==> config.mk <==
export PLATFORM = sky130hd
export DESIGN_NAME = vec_xfer_engine
export DESIGN_NICKNAME = d
export VERILOG_FILES = /design/src/rtl/vxe_pkg.sv /design/src/rtl/vxe_addr_gen.sv /design/src/rtl/vxe_elem_buf.sv /design/src/rtl/vxe_seq.sv /design/src/rtl/vec_xfer_engine.sv
export SDC_FILE = /design/constraint.sdc
export NUM_CORES = 1
export LEC_CHECK = 0
export ABC_AREA = 1
export BUFFER_PORTS_ARGS = -buffer_cell sky130_fd_sc_hd__buf_2
export CAP_MARGIN = 40
export CORE_ASPECT_RATIO = 1.5
export CORE_UTILIZATION = 40
export DETAILED_ROUTE_END_ITERATION = 10
export GPL_TIMING_DRIVEN = 0
export HOLD_SLACK_MARGIN = 0.02
export PLACE_DENSITY_LB_ADDON = 0.08
export REMOVE_ABC_BUFFERS = 1
export SYNTH_ARGS = -nofsm -noshare
export SYNTH_HDL_FRONTEND = slang
export SYNTH_SLANG_ARGS = --single-unit
==> constraint.sdc <==
create_clock -name clk_i -period 7.5 [get_ports clk_i]
set_clock_uncertainty 0.15 [all_clocks]
set_input_delay 0.75 -clock clk_i [delete_from_list [all_inputs] [get_ports clk_i]]
set_output_delay 0.75 -clock clk_i [all_outputs]
set_load 0.03 [all_outputs]
==> src/rtl/vxe_pkg.sv <==
package vxe_pkg;
  localparam int unsigned MAX_WORDS = 4;
  localparam int unsigned IDX_W     = $clog2(MAX_WORDS);

  typedef enum logic [2:0] {
    ST_IDLE,
    ST_RD1,
    ST_RD2,
    ST_WR2,
    ST_WR1
  } vxe_state_e;
endpackage

==> src/rtl/vxe_addr_gen.sv <==
module vxe_addr_gen #(
  parameter int unsigned AW = 16,
  parameter int unsigned SW = 16
) (
  input  logic          clk_i,
  input  logic          rst_ni,
  input  logic          load_i,
  input  logic          step_i,
  input  logic          dbl_i,
  input  logic [AW-1:0] base_i,
  input  logic [SW-1:0] stride_i,
  output logic [AW-1:0] addr_o
);
  logic [AW-1:0] addr_q;
  logic [SW-1:0] stride_q;
  logic signed [AW-1:0] stride_ext;
  logic [AW-1:0] step_amt;

  assign stride_ext = AW'($signed(stride_q));
  // stride scaled by element size: x2 or x4
  assign step_amt   = dbl_i ? AW'(stride_ext <<< 2) : AW'(stride_ext <<< 1);

  always_ff @(posedge clk_i or negedge rst_ni) begin
    if (!rst_ni) begin
      addr_q   <= '0;
      stride_q <= '0;
    end else if (load_i) begin
      addr_q   <= base_i;
      stride_q <= stride_i;
    end else if (step_i) begin
      addr_q   <= addr_q + step_amt;
    end
  end

  assign addr_o = addr_q;
endmodule

==> src/rtl/vxe_elem_buf.sv <==
module vxe_elem_buf
  import vxe_pkg::*;
#(
  parameter int unsigned DW = 16
) (
  input  logic             clk_i,
  input  logic             rst_ni,
  input  logic             cap_i,
  input  logic             cap_bank_i,
  input  logic [IDX_W-1:0] cap_idx_i,
  input  logic [DW-1:0]    cap_data_i,
  input  logic             rd_bank_i,
  input  logic [IDX_W-1:0] rd_idx_i,
  output logic [DW-1:0]    rd_data_o
);
  logic [DW-1:0] store_q [2][MAX_WORDS];

  always_ff @(posedge clk_i or negedge rst_ni) begin
    if (!rst_ni) begin
      for (int b = 0; b < 2; b++)
        for (int w = 0; w < int'(MAX_WORDS); w++)
          store_q[b][w] <= '0;
    end else if (cap_i) begin
      store_q[cap_bank_i][cap_idx_i] <= cap_data_i;
    end
  end

  assign rd_data_o = store_q[rd_bank_i][rd_idx_i];
endmodule

==> src/rtl/vxe_seq.sv <==
module vxe_seq
  import vxe_pkg::*;
#(
  parameter int unsigned CW = 16
) (
  input  logic             clk_i,
  input  logic             rst_ni,
  input  logic             start_i,
  input  logic             swap_i,
  input  logic             dbl_i,
  input  logic [CW-1:0]    count_i,
  output vxe_state_e       state_o,
  output logic [IDX_W-1:0] widx_o,
  output logic             dbl_o,
  output logic             load_o,
  output logic             step_o,
  output logic             busy_o,
  output logic             done_o
);
  vxe_state_e       state_q;
  logic [IDX_W-1:0] widx_q;
  logic [CW-1:0]    rem_q;
  logic             swap_q, dbl_q, done_q;
  logic             last_word, elem_end;

  assign last_word = (widx_q == (dbl_q ? IDX_W'(3) : IDX_W'(1)));
  assign elem_end  = last_word && ((state_q == ST_WR1) || (state_q == ST_WR2 && !swap_q));
  assign load_o    = (state_q == ST_IDLE) && start_i;

  always_ff @(posedge clk_i or negedge rst_ni) begin
    if (!rst_ni) begin
      state_q <= ST_IDLE;
      widx_q  <= '0;
      rem_q   <= '0;
      swap_q  <= 1'b0;
      dbl_q   <= 1'b0;
      done_q  <= 1'b0;
    end else begin
      done_q <= 1'b0;
      unique case (state_q)
        ST_IDLE: begin
          if (start_i) begin
            swap_q <= swap_i;
            dbl_q  <= dbl_i;
            rem_q  <= count_i;
            widx_q <= '0;
            if ($signed(count_i) > 0) state_q <= ST_RD1;
            else                       done_q  <= 1'b1;
          end
        end
        ST_RD1: begin
          widx_q <= last_word ? '0 : widx_q + 1'b1;
          if (last_word) state_q <= ST_RD2;
        end
        ST_RD2: begin
          widx_q <= last_word ? '0 : widx_q + 1'b1;
          if (last_word) state_q <= ST_WR2;
        end
        ST_WR2, ST_WR1: begin
          widx_q <= last_word ? '0 : widx_q + 1'b1;
          if (last_word && state_q == ST_WR2 && swap_q) begin
            state_q <= ST_WR1;
          end else if (elem_end) begin
            if (rem_q == CW'(1)) begin
              state_q <= ST_IDLE;
              done_q  <= 1'b1;
            end else begin
              rem_q   <= rem_q - 1'b1;
              state_q <= ST_RD1;
            end
          end
        end
        default: state_q <= ST_IDLE;
      endcase
    end
  end

  assign state_o = state_q;
  assign widx_o  = widx_q;
  assign dbl_o   = dbl_q;
  assign step_o  = elem_end;
  assign busy_o  = (state_q != ST_IDLE);
  assign done_o  = done_q;
endmodule

==> src/rtl/vec_xfer_engine.sv <==
module vec_xfer_engine
  import vxe_pkg::*;
#(
  parameter int unsigned AW = 16,
  parameter int unsigned DW = 16,
  parameter int unsigned SW = 16,
  parameter int unsigned CW = 16
) (
  input  logic          clk_i,
  input  logic          rst_ni,
  input  logic          start_i,
  input  logic          swap_i,
  input  logic          dbl_i,
  input  logic [AW-1:0] v1_base_i,
  input  logic [SW-1:0] v1_stride_i,
  input  logic [AW-1:0] v2_base_i,
  input  logic [SW-1:0] v2_stride_i,
  input  logic [CW-1:0] count_i,
  output logic          busy_o,
  output logic          done_o,
  output logic          mem_req_o,
  output logic          mem_we_o,
  output logic [AW-1:0] mem_addr_o,
  output logic [DW-1:0] mem_wdata_o,
  input  logic [DW-1:0] mem_rdata_i
);
  localparam int unsigned NVEC = 2;

  vxe_state_e       state;
  logic [IDX_W-1:0] widx;
  logic             dbl_q, load, step;
  logic [AW-1:0]    vaddr [NVEC];

  vxe_seq #(.CW(CW)) u_seq (
    .clk_i   (clk_i),
    .rst_ni  (rst_ni),
    .start_i (start_i),
    .swap_i  (swap_i),
    .dbl_i   (dbl_i),
    .count_i (count_i),
    .state_o (state),
    .widx_o  (widx),
    .dbl_o   (dbl_q),
    .load_o  (load),
    .step_o  (step),
    .busy_o  (busy_o),
    .done_o  (done_o)
  );

  for (genvar g = 0; g < NVEC; g++) begin : g_vec
    vxe_addr_gen #(.AW(AW), .SW(SW)) u_ag (
      .clk_i    (clk_i),
      .rst_ni   (rst_ni),
      .load_i   (load),
      .step_i   (step),
      .dbl_i    (dbl_q),
      .base_i   ((g == 0) ? v1_base_i : v2_base_i),
      .stride_i ((g == 0) ? v1_stride_i : v2_stride_i),
      .addr_o   (vaddr[g])
    );
  end

  // read return tracking: data lands one cycle after the request
  logic             cap_v_q, cap_bank_q;
  logic [IDX_W-1:0] cap_idx_q;

  always_ff @(posedge clk_i or negedge rst_ni) begin
    if (!rst_ni) begin
      cap_v_q    <= 1'b0;
      cap_bank_q <= 1'b0;
      cap_idx_q  <= '0;
    end else begin
      cap_v_q    <= (state == ST_RD1) || (state == ST_RD2);
      cap_bank_q <= (state == ST_RD2);
      cap_idx_q  <= widx;
    end
  end

  vxe_elem_buf #(.DW(DW)) u_buf (
    .clk_i      (clk_i),
    .rst_ni     (rst_ni),
    .cap_i      (cap_v_q),
    .cap_bank_i (cap_bank_q),
    .cap_idx_i  (cap_idx_q),
    .cap_data_i (mem_rdata_i),
    .rd_bank_i  (state == ST_WR1),
    .rd_idx_i   (widx),
    .rd_data_o  (mem_wdata_o)
  );

  logic use_v1;
  assign use_v1     = (state == ST_RD1) || (state == ST_WR1);
  assign mem_req_o  = (state != ST_IDLE);
  assign mem_we_o   = (state == ST_WR2) || (state == ST_WR1);
  assign mem_addr_o = (use_v1 ? vaddr[0] : vaddr[1]) + AW'(widx);
endmodule

## Word level (Yosys, flattened, before mapping)

Cells that the tools add are included.

| storage, ports and cells | value |
|---|---|
| flip-flop bits (word level) | 218 |
| output and inout bits | 36 |

| operators by class | value |
|---|---|
| $add $sub $neg | 5 |
| reductions and logical operators | 23 |
| magnitude comparators | 7 |
| equality and inequality tests | 14 |
| multiplexer cells | 41 |
| bitwise operators | 4 |

Operators with widths:

| cell | count |
|---|---|
| $mux W64 | 4 |
| $mux W16 | 14 |
| $bwmux W128 | 1 |
| $demux W64 S1 | 1 |
| $add A16 B16 Y16 | 2 |
| $bmux W16 S2 | 1 |
| $demux W16 S2 | 1 |
| $pmux W16 S2 | 1 |
| $mux W3 | 6 |
| $add A16 B2 Y16 | 1 |
| $eq A16 B1 Y1 const B | 1 |
| $gt A16 B1 Y1 const B | 1 |
| $sub A16 B1 Y16 const B | 1 |
| $pmux W3 S4 | 1 |
| $reduce_and A5 Y1 | 2 |
| $ne A2 B2 Y1 const B | 4 |
| $logic_and A1 B1 Y1 | 7 |
| $eq A3 B2 Y1 const B | 2 |
| $ge A3 B3 Y1 const B | 2 |
| $mux W1 | 6 |
| $mux W2 | 3 |
| $ne A2 B1 Y1 const B | 3 |
| $not A2 Y3 | 2 |
| $reduce_bool A2 Y1 | 3 |
| 18 further kinds | 24 |

## Longest topological paths before layout

| depth | value |
|---|---|
| depth in word-level cells | 8 |
| mapped depth | 16 |
| depth with buffers taken out | 15 |

## Hierarchy

A second synthesis with hierarchy kept.

| second synthesis, totals | value |
|---|---|
| cells, all modules | 2032 |
| area, all modules | 13708.1 µm² |

Modules (own cells, without submodules):

| module | sequential area each (µm²) | instances | cells each | area an instance (µm²) |
|---|---|---|---|---|
| vxe_elem_buf | 3203.1 | 1 | 867 | 6274.8 |
| vxe_addr_gen | 775.7 | 2 | 337 | 2279.7 |
| vxe_seq | 600.6 | 1 | 297 | 1786.7 |
| vec_xfer_engine | 100.1 | 1 | 194 | 1087.3 |

## Worst setup path after synthesis

OpenSTA, ideal clock, no wires.

| timing path | value |
|---|---|
| path type | reg-to-output |
| from | reg u_seq.state_q[0] (netlist: u_seq.state_o[0]) |
| to | out mem_addr_o[8] |
| slack | 4.033 ns |
| cell stages (with the launch flop) | 15 |
| data required time | 6.600 ns |
| arrival time | 2.567 ns |
| cell sequence | dfrtp_1 > nor2_2 > nand2_2 > nand2_2 > buf_6 > buf_6 > mux2_2 > ha_1 > inv_1 > fa_1 > inv_1 > nand3_2 > inv_1 > nand2_2 > xor2_1 |

| on the way | value |
|---|---|
| cells in the longest elaborated chain, start to end | 4 |
| elaborated cells on any way between the ends | 5 |
| classes of those cells | 1 x add/sub; 2 x eq/ne; 1 x mux; 1 x reduce/logical |

Ends and longest elaborated chain:

| what | RTL line | RTL |
|---|---|---|
| start, declared | vxe_seq.sv:20 | `vxe_state_e state_q;` |
| start signal, assigned | vxe_seq.sv:32 | `state_q <= ST_IDLE;` |
| start signal, assigned | vxe_seq.sv:47 | `if ($signed(count_i) > 0) state_q <= ST_RD1;` |
| start signal, assigned | vxe_seq.sv:53 | `if (last_word) state_q <= ST_RD2;` |
| $eq A3 B1 Y1 or $eq A3 B3 Y1 (tied branches) | vec_xfer_engine.sv:92 | `assign use_v1 = (state == ST_RD1) \|\| (state == ST_WR1);` |
| $logic_or A1 B1 Y1 * | vec_xfer_engine.sv:92 |  |
| $mux W16 * | vec_xfer_engine.sv:95 | `assign mem_addr_o = (use_v1 ? vaddr[0] : vaddr[1]) + AW'(widx);` |
| $add A16 B2 Y16 * | vec_xfer_engine.sv:95 |  |
| end, declared | vec_xfer_engine.sv:23 | `output logic [AW-1:0] mem_addr_o,` |

Every way passes the cells marked *; elsewhere a longest branch is shown, timed or not.

## Worst setup path in the final report

| timing path | value |
|---|---|
| from | reg u_seq.state_q[0] (netlist: u_seq.state_o[0]) |
| to | out mem_addr_o[6] |

The elaborated chain is that of the path after synthesis.

==> results.sh <==
export IMPL_powerDensity_nw_per_um2=175
export IMPL_cts_buffer_depth=3
export IMPL_drt_wl_total_um=35400
export IMPL_tritoncts="built"
export IMPL_clockRootBuffer="clkbuf_16"
export IMPL_die_h_um=223
export IMPL_fill_cells=3333
export IMPL_synthToLayoutAreaGrowth_pct=15.7
export IMPL_yosysMostFrequentCell="nand2_1"
export IMPL_rsz0062_at_grt="false"
export IMPL_synth_distinct_cells=43
export IMPL_antenna_found_initial=0
export IMPL_clock_sinks=218
export IMPL_cts_htree_levels=1
export IMPL_critPathArrivalTime_ns=4.05
export IMPL_grt_pass1_vias=11400
export IMPL_crit_fanout=62
export IMPL_numPortBuffers=134
export IMPL_final_cells=2364
export IMPL_drcViolationCount=0
export IMPL_wirelength_met1_um=15600
export IMPL_synthCells=1838
export IMPL_clock_power_share=0.485
export IMPL_crit_buf_inv=4
export IMPL_wl_met3_um=1360
export IMPL_drive_gt1_frac=0.128
export IMPL_end_kind="output port"
export IMPL_rows=80
export IMPL_netlist_area_um2=13000
export IMPL_ant_nets=0
export IMPL_start_util=0.407
export IMPL_p_sw_frac=0.228
export IMPL_slew_violations=0
export IMPL_crit_path_start_kind="register"
export IMPL_synth_edf_count=0
export IMPL_synthTopCellsByArea="dfrtp_1 42%, nand2_1 19%, o21ai_0 9.3%"
export IMPL_grt_ovfl_total=0
export IMPL_synth_top_area_cell="dfrtp_1"
export IMPL_vias_per_cell=4.95
export IMPL_status="finished, final reports clean"
export IMPL_synthTopCellsByCount="641 x nand2_1, 241 x o21ai_0, 218 x dfrtp_1, 175 x nor2_1, 158 x inv_1"
export IMPL_post_cts_buffers=0
export IMPL_power_frac_comb=0.048
export IMPL_switching_power_uw=601
export IMPL_crit_chain="nor2_2 -> nand2_4 -> buf_16 -> nand2_2 -> mux2_2 -> ha_1 -> inv_1 -> fa_1 -> inv_1 -> nand3_2 -> nor2_2 -> xor2_1 -> buf_2"
export IMPL_die_area_um2=33200
export IMPL_clk_latency_ns=0.53
export IMPL_seqPwrFrac=0.467
export IMPL_fin_crit_sh=0.661
export IMPL_tns_ns=0
export IMPL_cts_resized=0
export IMPL_crit_required_ns=6.60
export IMPL_wl_per_cell_um=15.0
export IMPL_async_flop_share=1.00
export IMPL_hp_class="primary input to async pin"
export IMPL_globalplace_congestion=0.831
export IMPL_fin_nets=2069
export IMPL_synth_seq_area_share=0.420
export IMPL_io_pins=137
export IMPL_vias=11700
export IMPL_crit_slowest_cell="dfrtp_1"
export IMPL_grt_pass1_wl_um=58200
export IMPL_p_leak_uw=0.00786
export IMPL_syn_area_per_cell_um2=7.07
export IMPL_ys_warn_count=0
export IMPL_grt_max_degree=118
export IMPL_crit_family="simple AND/OR/NAND/NOR gates"
export IMPL_critical_path_max_stage_delay_ns=0.46
export IMPL_ys_ff_latch=218
export IMPL_route_met2_wl_um=17600
export IMPL_maxCapViolCount=0
export IMPL_crit_type="register to output port"
export IMPL_slew_headroom=0.424
export IMPL_post_synth_top_area_fraction=0.420
export IMPL_p_int_uw=2030
export IMPL_setup_violations_final=0
export IMPL_fmax_ghz=0.202
export IMPL_hold_viol=0
export IMPL_synth_main_ff_cell="dfrtp_1"
export IMPL_core_area_um2=31900
export IMPL_maxUsedRoutingLayer="met4"
export IMPL_dp_cells=2316
export IMPL_dieWidth_um=149
export IMPL_dp_hpwl_um=24300
export IMPL_cts_hold_buffers=0
export IMPL_ir_drop_v=0.000180
export IMPL_dr_first_iter_drc_count=607
export IMPL_numCtsBuffers=25
export IMPL_first_pass_iters=5
export IMPL_track_usage=0.219
export IMPL_fin_crit_ns=4.95
export IMPL_max_slew_worst_pin_slew_ns=0.865
export IMPL_clk_pin_slew_worst_paths_ns=0.06
registers in the layout, summed over array words and instances (netlist names):
name                   count
u_buf.store_q            128
g_vec.u_ag.addr_o         32
g_vec.u_ag.stride_ext     30
u_seq.rem_q               16
u_seq.state_o              3
cap_idx_q                  2
u_seq.widx_o               2
cap_bank_q                 1
cap_v_q                    1
u_seq.dbl_o                1
u_seq.done_o               1
u_seq.swap_q               1
area by class of cell:
class,count,area [µm²],area share
Timing Repair Buffer,153,1110,0.0738
Clock inverter,15,183,0.0121
Clock buffer,31,668,0.0444
Tap cell,410,513,0.0341
Antenna cell,2,5.00,0.000333
Sequential cell,218,5460,0.363
Inverter,167,627,0.0417
Multi-Input combinational cell,1368,6480,0.431
placed cells by master, fill, tap and decap left out, types with 3 or more instances in the layout:
master     count
nor3_1         4
nor2_4         3
clkinv_2       9
o21ai_0      241
dfrtp_1      218
buf_2        133
nand3_2        6
nor2_2         6
buf_8          3
bufinv_16      4
ha_1          32
a21oi_1       41
nand2_2       14
o211ai_1       6
nand2_4        4
fa_1           3
nand3b_1      10
or2_2          6
nand2_1      641
xnor2_1        8
xor2_1        18
nand4_1       13
nand3_1       77
clkbuf_16     25
inv_2          8
o22ai_1       33
nor2_1       175
inv_1        158
clkbuf_1       4
o21ai_1       12
buf_16        12
path summary, 6_finish.rpt:
check	start	end	slack (ns)	cells after the start
min reg2reg	u_buf.store_q[23]$_DFFE_PN0P_	u_buf.store_q[23]$_DFFE_PN0P_	0.33	2
min in group clk_i	v2_stride_i[14]	g_vec[1].u_ag.stride_ext[14]$_DFFE_PN0P_	0.26	3
max in group asynchronous	rst_ni	g_vec[0].u_ag.addr_o[10]$_DFFE_PN0P_	5.97	2
max reg2reg	u_seq.dbl_o$_DFFE_PN0P_	g_vec[0].u_ag.addr_o[15]$_DFFE_PN0P_	3.97	14
max	u_seq.state_o[0]$_DFFE_PN0P_	mem_addr_o[6]	2.55	13
min	rst_ni	u_buf.store_q[32]$_DFFE_PN0P_	0.1	1
routing by layer:
metal,vias to the layer above,global-route usage
met5,-,0
met4,0,0.0589
met3,45,0.0216
met2,229,0.392
met1,5362,0.277
li1,6068,-
worst register-to-register path, stage by stage (launching register included):
cell and delay [ns]:
dfrtp_1 0.73, buf_16 0.23, clkinv_1 0.62, o21ai_0 0.46, ha_1 0.34, nand2_1 0.12
inv_1 0.06, a21oi_1 0.17, nand2_1 0.13, nand2_1 0.11, nand2_1 0.06, nand2_1 0.06
nand3_1 0.06, nand2_1 0.09, nand2_1 0.05
metrics by stage:
stage | total power [µW] | util | hold slack (ns) | setup WS (ns) | cell area (µm²)
floorplan | 1300 | - | 0.293 | 3.00 | 12600
global placement | 1370 | 0.430 | 0.311 | 1.47 | 13700
detailed placement | 1380 | 0.444 | 0.315 | 3.07 | 14200
CTS | 2670 | 0.471 | 0.153 | 2.48 | 15000
global route | 2750 | 0.471 | 0.178 | 2.23 | 15000
finish | 2630 | 0.471 | 0.0961 | 2.55 | 15000
power by group through the flow:
stage	Clock (µW)	Sequential, µW	Combinational, µW
2_1_floorplan	0	1250	58.8
3_3_place_gp	0	1250	126
3_5_place_dp	0	1250	130
4_1_cts	1320	1230	131
5_1_grt	1370	1230	148
6_report	1280	1230	127
cell families (layout without fill, tap and decap cells):
family,Yosys count,after routing,synth area share
xor+xnor,26,26,0.0175
simple gates,964,964,0.304
flops,218,218,0.420
fa+ha+maj,35,35,0.0354
compound gates,342,342,0.139
buf+inv,252,366,0.0827
mux,1,1,0.000866
other cells,0,2,0
Power figures use the tool's default switching activity.
